[src/rtl/bias_overload_guard.sv]
module bias_overload_guard #(
  parameter int NCH = 8
) (
  input  logic                clk,
  input  logic                rst_n,
  input  logic                smp_valid,
  input  logic [NCH*14-1:0]   smp_data,
  input  logic                reg_wr,
  input  logic [1:0]          reg_addr,
  input  logic [15:0]         reg_wdata,
  output logic [15:0]         reg_rdata,
  output logic                bias_en,
  output logic                ovl_led
);
  localparam int SW    = 14;
  localparam int CW    = 16;
  localparam int CHW   = (NCH > 1) ? $clog2(NCH) : 1;
  localparam logic [CW-1:0] CMAX = '1;

  logic [15:0]    ctrl_q;
  logic [CW-1:0]  dur_q;
  logic           trip_q;
  logic [CHW-1:0] ch_q;
  logic [NCH-1:0] hit;
  logic [CHW-1:0] first;

  wire          armed = &ctrl_q[15:14];
  wire [SW-1:0] thr   = ctrl_q[SW-1:0];
  wire          clr   = reg_wr && (reg_addr == 2'd2);
  wire          any_hit = |hit;

  for (genvar g = 0; g < NCH; g++) begin : g_ch
    logic [CW-1:0] cnt;
    wire  [SW-1:0] s   = smp_data[g*SW +: SW];
    wire           low = armed && (s < thr);

    always_ff @(posedge clk) begin
      if (!rst_n || !armed)
        cnt <= '0;
      else if (smp_valid)
        cnt <= !low ? '0 : (cnt == CMAX) ? cnt : cnt + 1'b1;
    end

    assign hit[g] = smp_valid && low && (cnt >= dur_q);
  end

  always_comb begin
    first = '0;
    for (int i = NCH - 1; i >= 0; i--)
      if (hit[i]) first = CHW'(i);
  end

  always_ff @(posedge clk) begin
    if (!rst_n) begin
      ctrl_q <= '0;
      dur_q  <= '0;
    end else if (reg_wr) begin
      if (reg_addr == 2'd0) ctrl_q <= reg_wdata;
      if (reg_addr == 2'd1) dur_q  <= reg_wdata;
    end
  end

  always_ff @(posedge clk) begin
    if (!rst_n) begin
      trip_q <= 1'b0;
      ch_q   <= '0;
    end else if (any_hit) begin
      trip_q <= 1'b1;
      if (!trip_q || clr) ch_q <= first;
    end else if (clr) begin
      trip_q <= 1'b0;
      ch_q   <= '0;
    end
  end

  always_comb begin
    case (reg_addr)
      2'd0:    reg_rdata = ctrl_q;
      2'd1:    reg_rdata = dur_q;
      2'd2:    reg_rdata = {trip_q, {(15-CHW){1'b0}}, ch_q};
      default: reg_rdata = '0;
    endcase
  end

  assign bias_en = !trip_q;
  assign ovl_led = trip_q;

  p_led_inv_bias_r10: assert property (@(posedge clk) disable iff (!rst_n)
    ovl_led != bias_en);
  p_no_trip_disarmed_r2: assert property (@(posedge clk) disable iff (!rst_n)
    (!armed && !trip_q) |=> !trip_q);
  p_latch_holds_r5: assert property (@(posedge clk) disable iff (!rst_n)
    (trip_q && !clr) |=> trip_q);
  p_clear_releases_r6: assert property (@(posedge clk) disable iff (!rst_n)
    (clr && !any_hit) |=> (bias_en && reg_rdata[15] == 1'b0 || reg_addr != 2'd2) && !trip_q);
  p_trip_beats_clear_r7: assert property (@(posedge clk) disable iff (!rst_n)
    (clr && any_hit) |=> trip_q);
  p_channel_frozen_r8: assert property (@(posedge clk) disable iff (!rst_n)
    (trip_q && !clr) |=> $stable(ch_q));
endmodule

[config.mk]
export PLATFORM = sky130hd
export DESIGN_NAME = bias_overload_guard
export DESIGN_NICKNAME = d
export VERILOG_FILES = /design/src/rtl/bias_overload_guard.sv
export SDC_FILE = /design/constraint.sdc
export NUM_CORES = 1
export LEC_CHECK = 0
export ABC_AREA = 0
export ABC_CLOCK_PERIOD_IN_PS = 3300
export BUFFER_PORTS_ARGS = -buffer_cell sky130_fd_sc_hd__buf_2
export CAP_MARGIN = 10
export CORE_MARGIN = 3
export CORE_UTILIZATION = 30
export CTS_BUF_LIST = sky130_fd_sc_hd__clkbuf_4 sky130_fd_sc_hd__clkbuf_8
export DETAILED_ROUTE_END_ITERATION = 8
export GPL_TIMING_DRIVEN = 0
export PLACE_DENSITY = 0.48
export SETUP_SLACK_MARGIN = 0.15
export SLEW_MARGIN = 20
export SYNTH_ARGS = -nofsm -noshare
export SYNTH_HDL_FRONTEND = slang
export SYNTH_SLANG_ARGS = --single-unit
export TNS_END_PERCENT = 100
[constraint.sdc]
create_clock -name clk -period 3.3 [get_ports clk]
set_clock_uncertainty 0.2 [all_clocks]
set_input_delay 0.33 -clock clk [delete_from_list [all_inputs] [get_ports clk]]
set_output_delay 0.33 -clock clk [all_outputs]
set_load 0.005 [all_outputs]
==> results by group <==
Setup path
  • FF-to-FF Start: ctrl_q[12]$_SDFFE_PN0P_
  • Critical Path Source Type: flip-flop
  • Setup crit end kind: flip-flop
  • Slowest-stage cell, CP: or3_4
  • CP max stage delay: 0.41 ns
  • Crit path cell chain: clkinvlp_4 > buf_4 > ha_1 > nand4_1 > or3_4 > o2111ai_2 > a2bb2oi_2 > nand3b_1 > o31a_1 > mux2i_1
  • Worst-path fanout max: 4
  • Crit path DAT: 3.32 ns
  • CP required: 3.48 ns
  • Critical path class: reg -> reg
  • Crit path launch: ctrl_q[12]$_SDFFE_PN0P_
  • R2R Setup Slk: 0.16 ns

Placement
  • GPL Wtd Cong: about 0.84
  • Pre-CTS setup slack: -0.361 ns
  • Placed insts: roughly 2200
  • Post-DP HPWL: about 30000 microns
  • Number of I/O port buffers: 150

Routing
  • Vias: 11600
  • Starting DRT DRC Count: 511
  • Routed Antenna Nets: 0
  • Drt drc: 0
  • DR pass1 iterations: 5
  • Via/cell ratio: roughly 5.1
  • Routed wire length: 40900 microns
  • Average wire per standard cell: ~18 microns

Timing
  • Max Transition Viols Final: 0
  • Fin crit period: 3.14 ns
  • Worst Tran Pin Value: 1.18 ns
  • Fmax achieved: 0.319 GHz
  • Fin. Hold Viols: 0
  • Slew margin rel.: 0.214
  • Period utilization: 0.951
  • Fin worst setup slack: 0.161 ns
  • Setup violators final: 0
  • Unrepaired setup endpoints after global routing: yes

Global route
  • Vias in the first global route: 11200
  • First-pass GRT wire length: 63000 microns
  • GRT overflow: 0
  • Initial antenna violation count: 3
  • Largest net degree at the start of global routing: 17
  • GRT Util Overall: 0.183

Clocking
  • CTS max path bufs: 2
  • TritonCTS Buffers: 17
  • Root Buffer: clkbuf_8
  • Clock Sinks: roughly 160
  • CTS tree: done
  • Clock-pin slew on the worst setup and hold paths: approximately 0.1 ns
  • H-tree level count: 4
  • Clock Latency Late Sink: 0.49 ns

Yosys
  • Top_reg_cell synth: dfxtp_1
  • Mapped Area: 12600 sq um
  • Most frequent cell after synthesis: ha_1
  • Mapped Nets: 1876
  • Register bit count reported by yosys: 164
  • Synth top cells by count: ha_1 (240), nand2_1 (165), nor2_1 (165), dfxtp_1 (164), xor2_1 (98)
  • Cell taking the most area after synthesis: dfxtp_1
  • Ys Warns: 0
  • Mapped Cells: 1502
  • Post-synth ARST share: 0
  • Area contributors post-synth: dfxtp_1 (26%), ha_1 (24%), xor2_1 (6.8%), nand2_1 (4.9%), nor2_1 (4.9%)
  • Post-synthesis sequential area ratio: 0.261
  • Distinct cells, synth: 70
  • Post-synth EDFFs: 0
  • Proportion of netlist area held by the largest area contributor: 0.261
  • Avg Cell Area, Syn: around 8.4 sq um

Min path
  • Min-Delay Startpoint: reg_wr
  • Hold Crit Class: in -> reg

Layout
  • Post-layout util: 0.378
  • Layout Area Growth over Synthesis: 23.7%
  • Final layout net count: 2113
  • Footprint of the multi-input gates: 9190 sq um
  • Fin cells: around 2300
  • Storage element area: 3300 sq um
  • Share of layout cells above drive strength 1: 0.183
  • Fillers: 4298

Power and ir drop
  • Peak VDD IR: between 200 and 250 uV
  • Leakage: 6.26 nW
  • Power Density: 283 nW/um^2

Floorplan
  • I/O Pins: ~150
  • Rows: 74
  • Initial Util: 0.306
  • Chip width: about 210 microns
  • Core area: between 40000 and 50000 sq um
  • Die area: about 44000 sq um
  • Die Ht: 211 microns

Run
  • Max-cap violations: 0

Outcome
  • Outcome: finished clean
path summary, 6_finish.rpt:
kind / endpoint / cells past startpoint
max: ch_q[1]$_SDFFE_PN0P_ / 10
min reg2reg: ctrl_q[6]$_SDFFE_PN0P_ / 2
min: ovl_led$_SDFFE_PN0P_ / 4
max reg2reg: ch_q[1]$_SDFFE_PN0P_ / 10
cell families after synthesis:
logic type / after synthesis / share of synthesized area
and+or+nand+nor: 577 / 0.224
AOI/OAI and AO/OA: 294 / 0.155
adders and majority gates: 240 / 0.239
DFF: 164 / 0.261
xor gates and xnor gates: 110 / 0.0766
buffers and inverters: 99 / 0.0307
muxes: 18 / 0.0143
final cells by class:
class	count	area share
Multi-Input combinational cell	1239	0.591
Tap cell	532	0.0428
Clock buffer	20	0.0169
Inverter	53	0.0169
Antenna cell	2	0.000322
Sequential cell	164	0.212
Buffer	46	0.0129
Clock inverter	12	0.0113
Timing Repair Buffer	218	0.0957
registers in the layout, summed over array words and instances (netlist names):
name,count
g_ch.cnt,128
ctrl_q,16
dur_q,16
ch_q,3
ovl_led,1
critical path, delay by kind of cell (launching register included):
kind / cells / cell delay, ns
AOI/OAI and AO/OA: 3 / 0.93
adders and majority gates: 1 / 0.28
buffers and inverters: 2 / 0.34
DFF: 1 / 0.37
muxes: 1 / 0.13
and+or+nand+nor: 3 / 0.79
metrics by stage:
stage                     hold slack (ns)  total power, mW  setup TNS [ns]  cell area (sq um)
after global placement              0.269             2.64           -5.01              14000
after floorplan                     0.235             2.40               0              12600
after detailed placement            0.278             2.65           -5.63              14000
after CTS                           0.103             4.41               0              15000
final                               0.157             4.40               0              15600
after global routing                0.171             4.63               0              15600
timing repair:
action / 4_1_cts / 5_1_grt
pin swaps: 4 / 16
gates resized for setup: 31 / 65
endpoints found under the setup margin: 92 / 99
buffers inserted: 22 / 30
endpoints found under the hold margin: 32 / 0
hold buffers: 16 / 0
report_power, final:
group / switching, mW / internal, mW / total [mW]
logic: 0.393 / 0.316 / 0.709
clock network: 0.818 / 0.863 / 1.68
registers: 0.0169 / 1.99 / 2.01
total: 1.23 / 3.17 / 4.40
cells in the final DEF, fill, tap and decap left out, drive strengths merged, types with 8 or more instances in the layout:
| cell | n |
|---|---|
| nand4 | 70 |
| nand2 | 165 |
| dfxtp | 164 |
| xnor2 | 12 |
| o21ai | 67 |
| xor2 | 98 |
| nand3 | 48 |
| a211oi | 33 |
| nand2b | 22 |
| and4 | 14 |
| dlygate4sd3 | 16 |
| nor2 | 165 |
| clkinvlp | 19 |
| nor3 | 18 |
| a21oi | 85 |
| nand4b | 8 |
| inv | 38 |
| buf | 209 |
| clkbuf | 59 |
| a21o | 12 |
| mux2i | 18 |
| and3 | 33 |
| a21boi | 34 |
| ha | 240 |
| and2 | 9 |
layer usage:
metal | up-vias | GRT usage | share of wire
li1 | 5900 | - | -
met5 | - | 0 | 0.00032
met4 | 2 | 0.0388 | 0.016
met3 | 37 | 0.0355 | 0.040
met1 | 5499 | 0.254 | 0.49
met2 | 189 | 0.299 | 0.46
Note: power is estimated with default switching activity, not from simulation.
